### config.mk
export PLATFORM = sky130hd
export DESIGN_NAME = subcarrier_nco
export DESIGN_NICKNAME = d
export VERILOG_FILES = /design/src/rtl/sc_nco_pkg.sv /design/src/rtl/sc_nco_regs.sv /design/src/rtl/sc_nco_accum.sv /design/src/rtl/sc_nco_phase_out.sv /design/src/rtl/subcarrier_nco.sv
export SDC_FILE = /design/constraint.sdc
export NUM_CORES = 1
export LEC_CHECK = 0
export BUFFER_PORTS_ARGS = -buffer_cell sky130_fd_sc_hd__buf_2
export CORE_AREA = 2 2 107 109
export DETAILED_ROUTE_END_ITERATION = 12
export DIE_AREA = 0 0 109 111
export PLACE_DENSITY = 0.68
export SETUP_SLACK_MARGIN = 0.3
export SLEW_MARGIN = 20
export SYNTH_ARGS = -nofsm -noshare
export SYNTH_HDL_FRONTEND = slang
export SYNTH_SLANG_ARGS = --single-unit
### constraint.sdc
create_clock -name clk -period 7.65 [get_ports clk]
set_input_delay 1.53 -clock clk [delete_from_list [all_inputs] [get_ports clk]]
set_output_delay 1.53 -clock clk [all_outputs]
set_load 0.01 [all_outputs]
### src/rtl/sc_nco_pkg.sv
package sc_nco_pkg;
  localparam int unsigned DEF_ACC_W   = 32;
  localparam int unsigned DEF_OFF_W   = 8;
  localparam int unsigned DEF_OUT_W   = 10;
  localparam int unsigned DEF_ADDR_W  = 5;
  localparam int unsigned DEF_FREQ_BASE  = 9;
  localparam int unsigned DEF_PHASE_ADDR = 13;
  localparam logic [31:0] DEF_FREQ_RST   = 32'h0000_0016;
  localparam int unsigned BYTE_W = 8;
endpackage

### src/rtl/sc_nco_regs.sv
module sc_nco_regs
  import sc_nco_pkg::*;
#(
  parameter int unsigned ACC_W      = DEF_ACC_W,
  parameter int unsigned OFF_W      = DEF_OFF_W,
  parameter int unsigned ADDR_W     = DEF_ADDR_W,
  parameter int unsigned FREQ_BASE  = DEF_FREQ_BASE,
  parameter int unsigned PHASE_ADDR = DEF_PHASE_ADDR,
  parameter logic [ACC_W-1:0] FREQ_RST = ACC_W'(DEF_FREQ_RST)
) (
  input  logic              clk,
  input  logic              rst,
  input  logic              wr_en,
  input  logic [ADDR_W-1:0] wr_addr,
  input  logic [BYTE_W-1:0] wr_data,
  output logic [ACC_W-1:0]  inc_active,
  output logic [OFF_W-1:0]  phase_off
);
  localparam int unsigned NBYTES = ACC_W / BYTE_W;
  localparam int unsigned LOW_W  = ACC_W - BYTE_W;
  localparam logic [ADDR_W-1:0] TOP_ADDR = ADDR_W'(FREQ_BASE + NBYTES - 1);
  localparam logic [ADDR_W-1:0] OFF_ADDR = ADDR_W'(PHASE_ADDR);

  logic [LOW_W-1:0] shadow_flat;
  logic             top_hit;

  // shadow bytes for all but the most significant increment byte
  for (genvar b = 0; b < NBYTES - 1; b++) begin : g_shadow
    localparam logic [ADDR_W-1:0] MY_ADDR = ADDR_W'(FREQ_BASE + b);
    logic [BYTE_W-1:0] byte_q;
    always_ff @(posedge clk) begin
      if (rst)
        byte_q <= FREQ_RST[b*BYTE_W +: BYTE_W];
      else if (wr_en && wr_addr == MY_ADDR)
        byte_q <= wr_data;
    end
    assign shadow_flat[b*BYTE_W +: BYTE_W] = byte_q;
  end

  assign top_hit = wr_en && (wr_addr == TOP_ADDR);

  // the top-byte write commits the whole word at once
  always_ff @(posedge clk) begin
    if (rst)
      inc_active <= FREQ_RST;
    else if (top_hit)
      inc_active <= {wr_data, shadow_flat};
  end

  always_ff @(posedge clk) begin
    if (rst)
      phase_off <= '0;
    else if (wr_en && wr_addr == OFF_ADDR)
      phase_off <= wr_data[OFF_W-1:0];
  end
endmodule

### src/rtl/sc_nco_accum.sv
module sc_nco_accum #(
  parameter int unsigned ACC_W = 32
) (
  input  logic             clk,
  input  logic             rst,
  input  logic [ACC_W-1:0] inc,
  output logic [ACC_W-1:0] acc
);
  always_ff @(posedge clk) begin
    if (rst)
      acc <= '0;
    else
      acc <= acc + inc;
  end
endmodule

### src/rtl/sc_nco_phase_out.sv
module sc_nco_phase_out #(
  parameter int unsigned ACC_W = 32,
  parameter int unsigned OFF_W = 8,
  parameter int unsigned OUT_W = 10
) (
  input  logic             clk,
  input  logic             rst,
  input  logic [ACC_W-1:0] acc,
  input  logic [OFF_W-1:0] off,
  output logic [OUT_W-1:0] phase
);
  localparam int unsigned PAD_W = ACC_W - OFF_W;

  logic [ACC_W-1:0] rotated;

  assign rotated = acc + {off, {PAD_W{1'b0}}};

  always_ff @(posedge clk) begin
    if (rst)
      phase <= '0;
    else
      phase <= rotated[ACC_W-1 -: OUT_W];
  end
endmodule

### src/rtl/subcarrier_nco.sv
module subcarrier_nco
  import sc_nco_pkg::*;
#(
  parameter int unsigned ACC_W      = DEF_ACC_W,
  parameter int unsigned OFF_W      = DEF_OFF_W,
  parameter int unsigned OUT_W      = DEF_OUT_W,
  parameter int unsigned ADDR_W     = DEF_ADDR_W,
  parameter int unsigned FREQ_BASE  = DEF_FREQ_BASE,
  parameter int unsigned PHASE_ADDR = DEF_PHASE_ADDR
) (
  input  logic              clk,
  input  logic              rst,
  input  logic              cfg_we,
  input  logic [ADDR_W-1:0] cfg_addr,
  input  logic [7:0]        cfg_data,
  output logic [OUT_W-1:0]  phase_out
);
  logic [ACC_W-1:0] inc_active;
  logic [OFF_W-1:0] phase_off;
  logic [ACC_W-1:0] acc_q;

  sc_nco_regs #(
    .ACC_W(ACC_W), .OFF_W(OFF_W), .ADDR_W(ADDR_W),
    .FREQ_BASE(FREQ_BASE), .PHASE_ADDR(PHASE_ADDR),
    .FREQ_RST(ACC_W'(DEF_FREQ_RST))
  ) u_regs (
    .clk(clk), .rst(rst),
    .wr_en(cfg_we), .wr_addr(cfg_addr), .wr_data(cfg_data),
    .inc_active(inc_active), .phase_off(phase_off)
  );

  sc_nco_accum #(.ACC_W(ACC_W)) u_accum (
    .clk(clk), .rst(rst), .inc(inc_active), .acc(acc_q)
  );

  sc_nco_phase_out #(.ACC_W(ACC_W), .OFF_W(OFF_W), .OUT_W(OUT_W)) u_out (
    .clk(clk), .rst(rst), .acc(acc_q), .off(phase_off), .phase(phase_out)
  );
endmodule

==> summary.txt <==
Yosys warnings: 0
fin crit period: 2.90 ns
worst-skew pair later-pin latency: 0.34 ns
crit path capture type: register
GR Util met2: 30.2%
Final Cycle Share: 37.8%
GR Layer Usage met1: 31.2%
drt drc: 0
Mapped Area: 5340 um^2
RSZ-0062 raised after global routing: no
Flop pwr share: 50.5%
final hold vios: 0
Initial Util: 48.2%
Iter 0 DRT Violations: 248
Worst Clk Skew: 0.00760 ns
vias per inst: 5.52
antenna diode count: 0
Final GP Congestion: 0.886
Die Wd: 109 um
Setup TNS Final: 0 ns
Most Crowded Layer GR: met1
Synth Register Bits: 106
Startpoint Class: register
Slew Limit Fails: 0
Yosys cell types: 56
worst slew pin tran: 1.06 ns
Pleak: 0.00241 uW
vias in the first global route: 4040
root buf cell: clkbuf_16
Slew headroom: 29.6%
die area: 12100 um^2
CTS tree: yes
global-route wire length before repair: 19.9 mm
Total GRT Usage: 20.7%
Post-synth EDFFs: 0
Setup violations, final: 0
largest net degree at the start of global routing: 117
crit-path max FO: 5
status: complete, no violations
router iterations before antenna repair: 5
Post-CTS Hold Buffers: 0
layout cells sized above 1: 10.0%
clock share of power: 42.3%
antenna violations before repair: 0
DIE HEIGHT: 111 um
fill count: 1016
Seq. cell area: 2120 um^2
sequential fraction of the synthesis area: 39.7%
final-stage net count: 699
Comb pwr share: 7.3%
maximum clock path buffer count: 2
vias: 4370
area of the multi-input gates: 3050 um^2
top cell type's share of synthesized area: 39.7%
Worst Path Required: 7.89 ns
# H-tree levels: 3
clk sink count: 106
kind of critical path: reg -> reg
Avg Cell Area, Syn: 8.50 um^2
HP Class: reg -> reg
fraction of registers with async set/reset: 0%
ranking of synthesized cells by area: dfxtp_1 (40%), ha_1 (8.9%), nand2_1 (6.6%)
GR Util met3: 2.76%
buffers added on ports: 25
drt wl/cell: 15.1 um
HPWL after detailed placement: 8.62 mm
CTS buffer count: 9
post-synthesis net count: 684
Max Clock Freq: 345 MHz
Syn-to-layout area delta: 10.3%
Power Density: 190 nW/um^2
Max Cap Viol: 0
core area: 11100 um^2
CTS clk-pin slew, worst paths: 0.07 ns
Post-CTS Setup Inserts: 0
main flop type after synthesis: dfxtp_1
Yosys top cell by area: dfxtp_1
Switching Fraction: 23.4%
Post-CTS Resized: 0
cell row count: 39
total gr overflow: 0
VDD IR max: 0.114 mV
final WL: 11.9 mm
net switching power figure: 263 uW
Synth Instances: 628
io pins: 26
Util after Layout: 53.1%
ANT nets after route: 0
Int Power: 859 uW
Worst EP arrival: 3.13 ns
[power by group through the flow]
stage,registers [uW],clock network (uW),logic [uW]
after global placement,578,0,77.7
after CTS,566,482,80.9
after detailed placement,579,0,80.5
after global routing,567,503,91.2
final,566,474,81.4
after floorplan,577,0,59.7
[logic make-up (layout without fill, tap and decap cells)]
kind of cell               Yosys count  after routing  share of synthesized area (%)
AOI/OAI and AO/OA                  152            152                           17.5
xor gates and xnor gates            20             20                           3.28
adders and majority gates           40             40                           9.66
buffers and inverters               43             63                           3.16
DFF                                106            106                           39.7
muxes                               38             38                           7.41
and+or+nand+nor                    229            229                           19.2
[through the flow]
stage               cells  area, um^2  power [uW]  hold WS, ns  setup WS, ns
floorplan             628        5340         637        0.430          4.81
global placement      775        5580         656        0.440          4.52
detailed placement    775        5580         659        0.447          4.46
CTS                   791        5880        1130        0.460          4.76
global route          791        5890        1160        0.478          4.66
finish                791        5890        1120        0.461          4.76
[cells in the mapped netlist (3+ instances only)]
| cell | number |
|---|---|
| nand3_1 | 8 |
| nor3b_1 | 4 |
| nand2_1 | 94 |
| o21bai_1 | 4 |
| xor2_1 | 7 |
| nor2b_1 | 17 |
| clkbuf_1 | 20 |
| o21ai_0 | 27 |
| a211o_1 | 3 |
| ha_1 | 38 |
| nor3_1 | 11 |
| and3b_1 | 3 |
| o211ai_1 | 7 |
| nor2_1 | 73 |
| a21oi_1 | 67 |
| buf_1 | 3 |
| mux2i_1 | 29 |
| a21o_1 | 12 |
| a31oi_1 | 7 |
| inv_1 | 18 |
| mux2_2 | 8 |
| xnor2_1 | 13 |
| a21boi_0 | 4 |
| dfxtp_1 | 106 |
| nand3b_1 | 3 |
[sequential cells by signal, indices dropped and copies added, names as in the netlist]
register and count:
u_accum.acc 32, u_regs.inc_active 32, u_regs.g_shadow.byte_q 24, u_out.phase 10, u_regs.phase_off 8
[final timing paths]
path	from	endpoint	slack, ns	depth (start not counted)
max	u_regs.inc_active[0]	u_accum.acc[28]	4.76	8
min	u_regs.g_shadow[2].byte_q[3]	u_regs.inc_active[19]	0.46	2
max reg2reg	u_regs.inc_active[0]	u_accum.acc[28]	4.76	8
min reg2reg	u_regs.g_shadow[2].byte_q[3]	u_regs.inc_active[19]	0.46	2
[worst max-delay path: stages (launching register included)]
cell and delay (ns):
dfxtp_1 0.32, ha_1 0.24, fa_1 0.43, a21o_1 0.24, a221o_2 0.45, a211oi_4 0.35, o211ai_1 0.16, a21oi_1 0.24
mux2_2 0.36
[metal layers]
metal | up-vias | wire (um)
li1 | 2213 | -
met1 | 2043 | 6040
met2 | 98 | 5280
met3 | 16 | 432
met4 | 0 | 189
met5 | - | 0
[final cells by class]
| type | instances | area share [%] |
|---|---|---|
| inverters | 18 | 1.15 |
| multi-input cells | 479 | 51.9 |
| repair buffers | 29 | 2.74 |
| well taps | 143 | 3.04 |
| flip-flops and latches | 106 | 36.0 |
| clock buffers | 11 | 4.12 |
| clock inverters | 5 | 1.04 |
[cells in the final DEF, fill, tap and decap left out, types with 7 or more instances in the layout]
cell,synthesis,final
buf_2,0,24
nand3_1,8,8
nor2_1,73,73
nor3_1,11,10
xor2_1,7,7
inv_1,18,18
a31oi_1,7,7
mux2_2,8,8
clkbuf_16,0,9
a21o_1,12,12
nor2b_1,17,17
o21ai_0,27,27
xnor2_1,13,13
nand2_1,94,94
mux2i_1,29,29
a21oi_1,67,67
ha_1,38,38
o211ai_1,7,7
dfxtp_1,106,106
(Power assumes the default switching activity.)
